`src/rtl/irq_vec_pkg.sv`:
```
package irq_vec_pkg;

    typedef enum logic {
        HS_IDLE  = 1'b0,
        HS_GRANT = 1'b1
    } hs_state_e;

    typedef enum logic [1:0] {
        STK_HOLD = 2'd0,
        STK_PUSH = 2'd1,
        STK_POP  = 2'd2
    } stk_op_e;

    // rank 0 is always reserved for the unmaskable line
    localparam int unsigned NMI_RANK = 0;

    function automatic int unsigned idle_rank(input int unsigned n_src);
        return n_src + 1;
    endfunction

endpackage

```
`src/rtl/irq_prio_sel.sv`:
```
module irq_prio_sel
    import irq_vec_pkg::*;
#(
    parameter int unsigned N_SRC  = 8,
    parameter int unsigned RANK_W = $clog2(N_SRC + 2)
) (
    input  logic [N_SRC-1:0]  irq_in,
    input  logic              nmi_in,
    input  logic [RANK_W-1:0] cur_rank,
    output logic              any_elig,
    output logic [RANK_W-1:0] win_rank
);
    localparam int unsigned N_RANK = N_SRC + 1;

    logic [N_RANK-1:0] elig;

    assign elig[NMI_RANK] = nmi_in;

    generate
        for (genvar r = 1; r < N_RANK; r++) begin : g_elig
            localparam logic [RANK_W-1:0] RK = RANK_W'(r);
            assign elig[r] = irq_in[r-1] && (RK < cur_rank);
        end
    endgenerate

    always_comb begin
        win_rank = '0;
        for (int r = N_RANK - 1; r >= 0; r--) begin
            if (elig[r]) win_rank = RANK_W'(r);
        end
    end

    assign any_elig = |elig;

    always_comb begin
        if (any_elig) begin
            a_r2_winner_eligible: assert (elig[win_rank]);
        end
    end

endmodule

```
`src/rtl/irq_vec_table.sv`:
```
module irq_vec_table #(
    parameter int unsigned        N_SRC    = 8,
    parameter int unsigned        VEC_W    = 32,
    parameter logic [VEC_W-1:0]   VEC_BASE = '0,
    parameter int unsigned        IDX_W    = $clog2(N_SRC + 1)
) (
    input  logic             clk,
    input  logic             rst,
    input  logic             wr_en,
    input  logic [IDX_W-1:0] wr_idx,
    input  logic [VEC_W-1:0] wr_data,
    input  logic [IDX_W-1:0] rd_idx,
    output logic [VEC_W-1:0] rd_data
);
    localparam int unsigned N_ENT = N_SRC + 1;

    logic [VEC_W-1:0] ent [N_ENT];

    generate
        for (genvar k = 0; k < N_ENT; k++) begin : g_ent
            localparam logic [IDX_W-1:0] KI = IDX_W'(k);
            always_ff @(posedge clk) begin
                if (rst) begin
                    ent[k] <= VEC_BASE + VEC_W'(4 * k);
                end else if (wr_en && wr_idx == KI) begin
                    ent[k] <= wr_data;
                end
            end
        end
    endgenerate

    always_comb begin
        rd_data = '0;
        for (int k = 0; k < N_ENT; k++) begin
            if (rd_idx == IDX_W'(k)) rd_data = ent[k];
        end
    end

endmodule

```
`src/rtl/irq_lvl_stack.sv`:
```
module irq_lvl_stack
    import irq_vec_pkg::*;
#(
    parameter int unsigned N_SRC  = 8,
    parameter int unsigned DEPTH  = 4,
    parameter int unsigned RANK_W = $clog2(N_SRC + 2)
) (
    input  logic              clk,
    input  logic              rst,
    input  stk_op_e           op,
    input  logic [RANK_W-1:0] new_rank,
    output logic [RANK_W-1:0] cur_rank,
    output logic              full,
    output logic              empty
);
    localparam int unsigned SP_W  = $clog2(DEPTH + 1);
    localparam int unsigned PTR_W = (DEPTH > 1) ? $clog2(DEPTH) : 1;
    localparam logic [RANK_W-1:0] IDLE = RANK_W'(idle_rank(N_SRC));

    logic [RANK_W-1:0] mem [DEPTH];
    logic [SP_W-1:0]   sp;
    logic [PTR_W-1:0]  wr_ptr, rd_ptr;

    assign wr_ptr = PTR_W'(sp);
    assign rd_ptr = PTR_W'(sp - SP_W'(1));
    assign full   = (sp == SP_W'(DEPTH));
    assign empty  = (sp == '0);

    always_ff @(posedge clk) begin
        if (rst) begin
            sp       <= '0;
            cur_rank <= IDLE;
            for (int i = 0; i < DEPTH; i++) mem[i] <= IDLE;
        end else begin
            case (op)
                STK_PUSH: if (!full) begin
                    mem[wr_ptr] <= cur_rank;
                    cur_rank    <= new_rank;
                    sp          <= sp + SP_W'(1);
                end
                STK_POP: if (!empty) begin
                    cur_rank <= mem[rd_ptr];
                    sp       <= sp - SP_W'(1);
                end
                default: ;
            endcase
        end
    end

    a_r9_depth_bound: assert property (@(posedge clk) disable iff (rst)
        sp <= SP_W'(DEPTH));

    a_r6_push_raises: assert property (@(posedge clk) disable iff (rst)
        (op == STK_PUSH && !full) |=> (cur_rank <= $past(cur_rank)));

    a_r8_pop_lowers: assert property (@(posedge clk) disable iff (rst)
        (op == STK_POP && !empty) |=> (cur_rank >= $past(cur_rank)));

    a_r8_empty_idle: assert property (@(posedge clk) disable iff (rst)
        empty |-> (cur_rank == IDLE));

endmodule

```
`src/rtl/irq_hs_fsm.sv`:
```
module irq_hs_fsm
    import irq_vec_pkg::*;
#(
    parameter int unsigned RANK_W  = 4,
    parameter int unsigned TMO_CYC = 16
) (
    input  logic              clk,
    input  logic              rst,
    input  logic              any_elig,
    input  logic              stk_full,
    input  logic [RANK_W-1:0] win_rank,
    input  logic              ack,
    input  logic              vec_rd,
    output logic              irq_req,
    output logic              granted,
    output logic [RANK_W-1:0] g_rank,
    output logic              push,
    output logic              bus_err
);
    localparam int unsigned CNT_W = $clog2(TMO_CYC + 1);
    localparam logic [CNT_W-1:0] LAST = CNT_W'(TMO_CYC - 1);

    hs_state_e        st;
    logic [CNT_W-1:0] wait_cnt;
    logic             expire;

    assign granted = (st == HS_GRANT);
    assign irq_req = (st == HS_IDLE) && any_elig && !stk_full;
    assign push    = granted && vec_rd;
    assign expire  = granted && !vec_rd && (wait_cnt == LAST);

    always_ff @(posedge clk) begin
        if (rst) begin
            st       <= HS_IDLE;
            g_rank   <= '0;
            wait_cnt <= '0;
            bus_err  <= 1'b0;
        end else begin
            bus_err <= expire;
            case (st)
                HS_IDLE: if (ack && irq_req) begin
                    st       <= HS_GRANT;
                    g_rank   <= win_rank;
                    wait_cnt <= '0;
                end
                HS_GRANT: begin
                    if (vec_rd || expire) st <= HS_IDLE;
                    else                  wait_cnt <= wait_cnt + CNT_W'(1);
                end
                default: st <= HS_IDLE;
            endcase
        end
    end

    a_r5_grant_from_req: assert property (@(posedge clk) disable iff (rst)
        (st == HS_IDLE && !(ack && irq_req)) |=> (st == HS_IDLE));

    a_r5_rank_frozen: assert property (@(posedge clk) disable iff (rst)
        (granted && $past(granted)) |-> $stable(g_rank));

    a_r7_err_single: assert property (@(posedge clk) disable iff (rst)
        bus_err |=> !bus_err);

    a_r7_err_closes: assert property (@(posedge clk) disable iff (rst)
        bus_err |-> (st == HS_IDLE));

    a_r7_window: assert property (@(posedge clk) disable iff (rst)
        wait_cnt <= LAST);

endmodule

```
`src/rtl/irq_vec_ctrl.sv`:
```
module irq_vec_ctrl
    import irq_vec_pkg::*;
#(
    parameter int unsigned      N_SRC    = 8,
    parameter int unsigned      DEPTH    = 4,
    parameter int unsigned      TMO_CYC  = 16,
    parameter int unsigned      VEC_W    = 32,
    parameter logic [VEC_W-1:0] VEC_BASE = '0,
    localparam int unsigned     SRC_W    = (N_SRC > 1) ? $clog2(N_SRC) : 1,
    localparam int unsigned     IDX_W    = $clog2(N_SRC + 1),
    localparam int unsigned     RANK_W   = $clog2(N_SRC + 2)
) (
    input  logic              clk,
    input  logic              rst,
    input  logic [N_SRC-1:0]  irq_in,
    input  logic              nmi_in,
    input  logic              ack,
    input  logic              vec_rd,
    input  logic              eoi,
    input  logic              cfg_we,
    input  logic [IDX_W-1:0]  cfg_idx,
    input  logic [VEC_W-1:0]  cfg_data,
    output logic              irq_req,
    output logic              vec_valid,
    output logic [VEC_W-1:0]  vec_data,
    output logic [SRC_W-1:0]  vec_src,
    output logic              vec_nmi,
    output logic              bus_err,
    output logic [RANK_W-1:0] cur_rank
);
    logic              any_elig, stk_full, stk_empty, granted, push;
    logic [RANK_W-1:0] win_rank, g_rank;
    logic [IDX_W-1:0]  tbl_idx;
    stk_op_e           op;

    irq_prio_sel #(.N_SRC(N_SRC), .RANK_W(RANK_W)) u_sel (
        .irq_in   (irq_in),
        .nmi_in   (nmi_in),
        .cur_rank (cur_rank),
        .any_elig (any_elig),
        .win_rank (win_rank)
    );

    irq_hs_fsm #(.RANK_W(RANK_W), .TMO_CYC(TMO_CYC)) u_hs (
        .clk      (clk),
        .rst      (rst),
        .any_elig (any_elig),
        .stk_full (stk_full),
        .win_rank (win_rank),
        .ack      (ack),
        .vec_rd   (vec_rd),
        .irq_req  (irq_req),
        .granted  (granted),
        .g_rank   (g_rank),
        .push     (push),
        .bus_err  (bus_err)
    );

    always_comb begin
        if (push)                           op = STK_PUSH;
        else if (eoi && !granted && !stk_empty) op = STK_POP;
        else                                op = STK_HOLD;
    end

    irq_lvl_stack #(.N_SRC(N_SRC), .DEPTH(DEPTH), .RANK_W(RANK_W)) u_stk (
        .clk      (clk),
        .rst      (rst),
        .op       (op),
        .new_rank (g_rank),
        .cur_rank (cur_rank),
        .full     (stk_full),
        .empty    (stk_empty)
    );

    // rank 0 maps to the last table entry, rank r to source r-1
    assign vec_nmi = (g_rank == RANK_W'(NMI_RANK));
    assign tbl_idx = vec_nmi ? IDX_W'(N_SRC) : IDX_W'(g_rank - RANK_W'(1));
    assign vec_src = vec_nmi ? '0 : SRC_W'(g_rank - RANK_W'(1));

    irq_vec_table #(.N_SRC(N_SRC), .VEC_W(VEC_W), .VEC_BASE(VEC_BASE), .IDX_W(IDX_W)) u_tbl (
        .clk     (clk),
        .rst     (rst),
        .wr_en   (cfg_we),
        .wr_idx  (cfg_idx),
        .wr_data (cfg_data),
        .rd_idx  (tbl_idx),
        .rd_data (vec_data)
    );

    assign vec_valid = granted;

    a_r5_valid_after_ack: assert property (@(posedge clk) disable iff (rst)
        $rose(vec_valid) |-> $past(ack && irq_req));

    a_r5_no_req_in_grant: assert property (@(posedge clk) disable iff (rst)
        vec_valid |-> !irq_req);

    a_r6_read_sets_rank: assert property (@(posedge clk) disable iff (rst)
        (vec_valid && vec_rd) |=> (!vec_valid && cur_rank == $past(g_rank)));

    a_r8_eoi_blocked_in_grant: assert property (@(posedge clk) disable iff (rst)
        (vec_valid && !vec_rd) |=> $stable(cur_rank));

    a_r4_nmi_unmasked: assert property (@(posedge clk) disable iff (rst)
        (nmi_in && !vec_valid && !stk_full) |-> irq_req);

endmodule

```
`config.mk`:
```
export PLATFORM = sky130hd
export DESIGN_NAME = irq_vec_ctrl
export DESIGN_NICKNAME = d
export VERILOG_FILES = /design/src/rtl/irq_vec_pkg.sv /design/src/rtl/irq_prio_sel.sv /design/src/rtl/irq_vec_table.sv /design/src/rtl/irq_lvl_stack.sv /design/src/rtl/irq_hs_fsm.sv /design/src/rtl/irq_vec_ctrl.sv
export SDC_FILE = /design/constraint.sdc
export NUM_CORES = 1
export LEC_CHECK = 0
export ABC_AREA = 1
export CAP_MARGIN = 20
export CORE_ASPECT_RATIO = 1.5
export CORE_MARGIN = 2
export CORE_UTILIZATION = 40
export CTS_CLUSTER_DIAMETER = 40
export CTS_CLUSTER_SIZE = 28
export DETAILED_ROUTE_END_ITERATION = 8
export PLACE_DENSITY = 0.56
export SLEW_MARGIN = 20
export SYNTH_ARGS = -nofsm -noshare
export SYNTH_HDL_FRONTEND = slang
export SYNTH_SLANG_ARGS = --single-unit
```
`constraint.sdc`:
```
create_clock -name clk -period 10.5 [get_ports clk]
set_clock_uncertainty 0.15 [all_clocks]
set_input_delay 1.05 -clock clk [delete_from_list [all_inputs] [get_ports clk]]
set_output_delay 1.05 -clock clk [all_outputs]
set_load 0.01 [all_outputs]
```
* Yosys cells after proc, flatten, opt, wreduce, memory -nomap -nowiden
Memory sizes are Yosys's and may differ from the RTL's. Cells that the tools add are included.
Storage, ports and cells: flip-flop bits (word level) 18, latch bits 0, RAM bits 304, memory bits (read-only) 0, output and inout bits 43, memories 2
Operators by class: add/sub/neg operators 4, $mul 0, div/mod/pow operators 0, order comparisons 8, eq/ne operators 24, shifts and indexed selects 0, mux-type cells 79, bitwise operators 10, reductions and logical operators 40
Memories:
- u_tbl.ent | depth 9, bits a word 32, rd ports 9, clocked after memory_dff 0, wr ports 9, line irq_vec_table.sv:17 | logic [VEC_W-1:0] ent [N_ENT];
- u_stk.mem | depth 4, bits a word 4, rd ports 1, clocked after memory_dff 0, wr ports 4, line irq_lvl_stack.sv:20 | logic [RANK_W-1:0] mem [DEPTH];
Operators with widths (number):
- $mux 32 | 18
- $mux 4 | 13
- $mux 1 | 36
- $eq 4x3->1 const B | 8
- $logic_and 1x1->1 | 25
- $eq 4x2->1 const B | 4
- $lt 3x4->1 const A | 4
- $logic_not 4->1 | 3
- $mux 5 | 2
- $pmux 5 s2 | 1
- $mux 3 | 3
- $or 1x1->1 | 9
- $reduce_or 9->1 | 1
- $eq 4x1->1 const B | 2
- $eq 4x4->1 const B | 2
- $lt 2x4->1 const A | 2
- $ne 2x2->1 const B | 4
- $pmux 4 s2 | 1
- $mux 2 | 3
- $pmux 3 s2 | 1
- $add 5x1->5 const B | 1
- $eq 5x4->1 const B | 1
- $logic_not 1->1 | 4
- $lt 1x4->1 const A | 1
- 15 further kinds | 16

* Longest topological paths before layout
depth in word-level cells 12, gate-level depth with buffers 12

* Hierarchy
From an unflattened synthesis, not the netlist that was laid out.
Unflattened totals: cells, all modules 1545, area, all modules 14759.2 um^2
Modules (own cells, without submodules):
- irq_vec_table | times used 1, cells each 1253, area each 12668.4 um^2, seq. area each 8648.3 um^2
- irq_lvl_stack | times used 1, cells each 151, area each 1232.4 um^2, seq. area each 620.6 um^2
- irq_hs_fsm | times used 1, cells each 79, area each 578.1 um^2, seq. area each 220.2 um^2
- irq_prio_sel | times used 1, cells each 39, area each 175.2 um^2, seq. area each 0.0 um^2
- irq_vec_ctrl | times used 1, cells each 23, area each 105.1 um^2, seq. area each 0.0 um^2

* Least setup slack after synthesis
Ideal clock, no wire load.
path kind input to register, start point in cfg_idx[2], end point mem u_tbl.ent[5][0], enable pin, data arrival time 3613 ps, data required time 9884 ps, slack 6272 ps, cell stages on the path 4, path buffers 0, path through inv_1 > nor2_1 > inv_1 > o21ai_0
RTL lines:
- start, declared | line irq_vec_ctrl.sv:21 | input logic [IDX_W-1:0] cfg_idx,
- end, declared | line irq_vec_table.sv:17

* Worst setup path after layout
start point reg u_hs.g_rank[0], end point out vec_data[4]
Between the ends: longest elaborated chain between the ends 12, elaborated cells on any way between the ends 21, those cells by class 1 x add/sub; 8 x eq/ne; 10 x mux; 2 x reduce/logical
Ends and longest elaborated chain:
- start, declared | line irq_hs_fsm.sv:16 | output logic [RANK_W-1:0] g_rank,
- start signal, assigned | line irq_hs_fsm.sv:43 | g_rank <= win_rank;
- $sub 4x1->4 / $logic_not 4->1 (equally long branches)
- $mux 4 * | line irq_vec_ctrl.sv:77 | assign tbl_idx = vec_nmi ? IDX_W'(N_SRC) : IDX_W'(g_rank - RANK_W'(1));
- $logic_not 4->1 | line irq_vec_table.sv:35 | if (rd_idx == IDX_W'(k)) rd_data = ent[k];
- $mux 32 (8 in a row) | line irq_vec_table.sv:35
- $mux 32 * | line irq_vec_table.sv:35
- end, declared | line irq_vec_ctrl.sv:25 | output logic [VEC_W-1:0] vec_data,
Every way passes the cells marked *; elsewhere a longest branch is shown, timed or not.

==> run_results.csv <==
group,metric,value,unit
sta,hold_violations_final,0,
sta,maxSlewHeadroom,45.8,%
sta,timing.final.crit_period,4.36,ns
synthesis,post_synth.cell_area_avg,10.1,um^2
sta,rsz0062_at_grt,"false",
final_layout,final_nets,1553,
synthesis,yosys_warnings,0,
synthesis,postSynthCellCount,1402,
cts,ctsHoldBuffers,0,
final_layout,total_area_of_multi_input_combinational_cells,3880,um^2
synthesis,synth_area_leader_cell,"sky130_fd_sc_hd__edfxtp_1",
detailed_routing,wl_per_cell,18.4,um
die,effective_utilization_at_floorplan,40.5,%
critical_path,regToRegSetupSlack,7.57,ns
pwr,power.share.switching,24.6,%
critical_path,reg2regPathDepth,9,
cts,clock_tree.buffer_depth,3,
final_layout,regArea,9490,um^2
cts,cts_made_buffers,34,
critical_path,critical-path-slowest-cell,"sky130_fd_sc_hd__dfxtp_1",
detailed_routing,num_vias,10124,
detailed_routing,drt_first_pass_iters,5,
final_layout,final_design_area_no_fill,16800,um^2
die,die_w,158,um
cts,cts.clk_slew.worst_paths,0.06,ns
critical_path,path_class,"flop to primary output",
grt,total_global_route_track_usage,20.3,%
critical_path,critical_path.reg2reg.endpoint,"u_stk.mem[2][1]$_SDFFCE_PN0P_",
pwr,power.total,3140,uW
die,num_io_pins,94,
grt,grt_antenna_before_repair,0,
synthesis,ys_ff_latch,322,
pwr,power_per_cell_area,187,nW/um^2
place,final_hpwl_from_detailed_placement,21.2,mm
critical_path,critical_path_peak_fanout,31,
synthesis,yosys_most_used_dff,"sky130_fd_sc_hd__edfxtp_1",
grt,first_global_vias,10171,
critical_path,critPathCaptureType,"primary output",
sta,final.hold.worst_slack,0.315,ns
synthesis,mappedNetlistArea,14200,um^2
grt,globalRoute.totalOverflow,0,
final_layout,insertedDiodeCount,0,
cts,insertion_delay,0.53,ns
place,placed_cell_area,15600,um^2
place,port-buffer-count,93,
detailed_routing,finalWirelength,36.7,mm
cts,cts_tree,"built",
sta,max_slew.worst_pin.slew,0.811,ns
synthesis,synth-seq-area-share,66.9,%
critical_path,crit_path_end,"vec_data[4]",
detailed_routing,viasPerCell,5.08,
synthesis,post_synth_main_area_contributors,"sky130_fd_sc_hd__edfxtp_1 (64%), sky130_fd_sc_hd__nor2_1 (10%), sky130_fd_sc_hd__nand2_1 (6.3%), sky130_fd_sc_hd__inv_1 (2.9%), sky130_fd_sc_hd__dfxtp_1 (2.5%)",
grt,largest_net_degree_at_the_start_of_global_routing,33,
die,fp.dieH,235,um
die,std_cell_rows,84,
detailed_routing,drcViolationCount,0,
hold_path,timing.hold.worst.class,"flop to flop",
critical_path,critical_path.most_common_cell,"sky130_fd_sc_hd__nand4_1",
synthesis,synth.cells.most_frequent,"sky130_fd_sc_hd__nor2_1 (382), sky130_fd_sc_hd__edfxtp_1 (304), sky130_fd_sc_hd__nand2_1 (236), sky130_fd_sc_hd__inv_1 (108), sky130_fd_sc_hd__nand3_1 (48)",
die,floorplan.die_area,37000,um^2
critical_path,crit-reg2reg-launch,"u_stk.sp[0]$_SDFFE_PP0P_",
critical_path,arr_time_crit_path,3.16,ns
place,gp_congestion,0.784,
detailed_routing,initialDrtViolationCount,787,
cts,cts.repair.resized,0,
cts,post_cts.repair.setup_buffers,0,
detailed_routing,detail-route-antenna-nets,0,
critical_path,critPathLaunch,"u_hs.g_rank[0]$_SDFFE_PP0P_",
flow_run,max_cap_violations,0,
sta,clock.fmax,229,MHz
pwr,power.share.combinational,11.6,%
synthesis,post-synth-top-count-cell,"sky130_fd_sc_hd__nor2_1",
pwr,leakage,0.00635,uW
sta,timing.setup.tns,0,ns
synthesis,number_of_different_library_cells_in_the_post_synthesis_netlist,42,
critical_path,worst_ep_required_time,9.30,ns
pwr,sequential_share_of_power,47.9,%
pwr,power.switching,775,uW
synthesis,ys_async_sr_fraction,0,%
cts,cts_num_sinks,322,
final_layout,layout-drive-gt1-share,8.68,%
sta,final_max_slew_viol_count,0,
pwr,p_int,2370,uW
grt,grt_first_pass_wirelength,56.5,mm
critical_path,timing.critical_path.slowest_cell_delay,0.61,ns
critical_path,critPathLaunchType,"flop",
sta,setup_viol,0,
final_layout,final.fill_count,3268,
pwr,ir_worst_vdd,0.139,mV
run_status,outcome,"completed",
critical_path,path_cells,"inv_1 > nand3_1 > buf_4 > nor2_1 > a21oi_1 > nand4_1 > mux2i_1 > nand4_1 > clkdlybuf4s50_1",
synthesis,synth_edf_count,304,
final_layout,synthToLayoutAreaGrowth,18.7,%
die,coreArea,35000,um^2
synthesis,syn_nets,1458,
sta,min_period_over_period,41.5,%
cts,cts-htree-levels,2,
synthesis,synthDominantCellAreaShare,64.4,%
cts,cts-root-buf,"sky130_fd_sc_hd__clkbuf_16",
pwr,share_clk_of_total_power,40.5,%
-- cells in the final DEF (no fill, tap or decap), types with 2 or more instances in the layout --
master | netlist | final
sky130_fd_sc_hd__nor2_1 | 382 | 381
sky130_fd_sc_hd__edfxtp_1 | 304 | 304
sky130_fd_sc_hd__nand2_1 | 236 | 236
sky130_fd_sc_hd__inv_1 | 108 | 108
sky130_fd_sc_hd__clkdlybuf4s50_1 | 0 | 93
sky130_fd_sc_hd__nand3_1 | 48 | 48
sky130_fd_sc_hd__a21oi_1 | 44 | 44
sky130_fd_sc_hd__nand4_1 | 40 | 40
sky130_fd_sc_hd__clkbuf_16 | 0 | 37
sky130_fd_sc_hd__clkinv_1 | 32 | 36
sky130_fd_sc_hd__nand2_2 | 31 | 31
sky130_fd_sc_hd__buf_4 | 2 | 28
sky130_fd_sc_hd__o21ai_0 | 28 | 27
sky130_fd_sc_hd__dfxtp_1 | 18 | 18
sky130_fd_sc_hd__o21ai_1 | 17 | 17
sky130_fd_sc_hd__nor3_1 | 7 | 7
sky130_fd_sc_hd__o22ai_1 | 5 | 5
sky130_fd_sc_hd__nor2_2 | 4 | 5
sky130_fd_sc_hd__ha_1 | 5 | 5
sky130_fd_sc_hd__inv_2 | 4 | 4
sky130_fd_sc_hd__bufinv_16 | 0 | 4
sky130_fd_sc_hd__mux2i_1 | 3 | 3
sky130_fd_sc_hd__nand3b_1 | 3 | 3
sky130_fd_sc_hd__clkinvlp_4 | 0 | 3
sky130_fd_sc_hd__nand3_2 | 2 | 2
sky130_fd_sc_hd__o211ai_1 | 2 | 2
sky130_fd_sc_hd__a221oi_1 | 2 | 2
sky130_fd_sc_hd__nor2_8 | 2 | 2
sky130_fd_sc_hd__clkinv_2 | 0 | 2
sky130_fd_sc_hd__clkbuf_1 | 47 | 2
sky130_fd_sc_hd__inv_8 | 0 | 2
sky130_fd_sc_hd__clkinv_4 | 0 | 2
sky130_fd_sc_hd__inv_6 | 0 | 2
sky130_fd_sc_hd__clkinv_8 | 0 | 2
-- flip-flops by register name, indices dropped and copies added, names as in the netlist --
name	flops
u_stk.cur_rank	4
u_hs.g_rank	4
u_tbl.ent	288
u_hs.bus_err	1
u_stk.sp	3
u_hs.granted	1
u_stk.mem	16
u_hs.wait_cnt	5
-- layer usage --
metal,GRT usage (%),wire [um],vias to the layer above
met5,0,0,-
met4,6.62,947,0
met3,3.77,2040,56
met2,37.3,19100,281
met1,23.5,14600,4970
li1,-,-,4817
-- cells by family after synthesis --
kind of cell | after synthesis | share of synthesized area (%)
xor gates and xnor gates | 1 | 0.0618
AOI/OAI and AO/OA | 103 | 3.88
DFF | 322 | 66.9
and+or+nand+nor | 762 | 22.7
adders and majority gates | 5 | 0.441
buffers and inverters | 206 | 5.79
muxes | 3 | 0.212
-- power by group through the flow --
stage                     sequential, uW  clock [uW]  combinational (uW)
after floorplan                     1530           0                 202
after global placement              1530           0                 366
after detailed placement            1540           0                 368
after CTS                           1510        1300                 370
after global routing                1510        1340                 399
final                               1510        1270                 364
-- critical path: cells and delay by family (launching register included) --
| kind | cells | cell delay (ns) |
|---|---|---|
| mux | 1 | 0.33 |
| flops | 1 | 0.61 |
| buf+inv | 3 | 1.09 |
| compound gates | 1 | 0.14 |
| simple gates | 4 | 0.47 |
-- through the flow --
step	instances	utilization, %	setup slack [ns]
global placement	1934	44.7	6.76
CTS	1994	48.1	6.11
finish	1994	48.1	6.14
floorplan	1402	-	6.27
global route	1994	48.1	5.98
detailed placement	1934	44.7	6.69
-- how the worst min path moves through the flow --
stage                                        from                             to  slack (ns)  depth (start not counted)
finish              u_hs.wait_cnt[4]$_SDFFE_PP0P_  u_hs.wait_cnt[4]$_SDFFE_PP0P_        0.32                          2
CTS                 u_hs.wait_cnt[4]$_SDFFE_PP0P_  u_hs.wait_cnt[4]$_SDFFE_PP0P_        0.32                          2
detailed placement  u_hs.wait_cnt[4]$_SDFFE_PP0P_  u_hs.wait_cnt[4]$_SDFFE_PP0P_        0.31                          2
global placement    u_hs.wait_cnt[4]$_SDFFE_PP0P_  u_hs.wait_cnt[4]$_SDFFE_PP0P_        0.31                          2
global route        u_hs.wait_cnt[4]$_SDFFE_PP0P_  u_hs.wait_cnt[4]$_SDFFE_PP0P_        0.33                          2
floorplan           u_hs.wait_cnt[4]$_SDFFE_PP0P_  u_hs.wait_cnt[4]$_SDFFE_PP0P_        0.30                          2
-- cell type report --
type / count / area share [%]
repair buffers: 121 / 6.78
multi-input cells: 874 / 23.0
inverters: 144 / 3.21
flip-flops and latches: 322 / 56.4
clock inverters: 21 / 1.53
well taps: 473 / 3.52
clock buffers: 39 / 5.55
No activity file was read; power rests on OpenSTA's default activity.
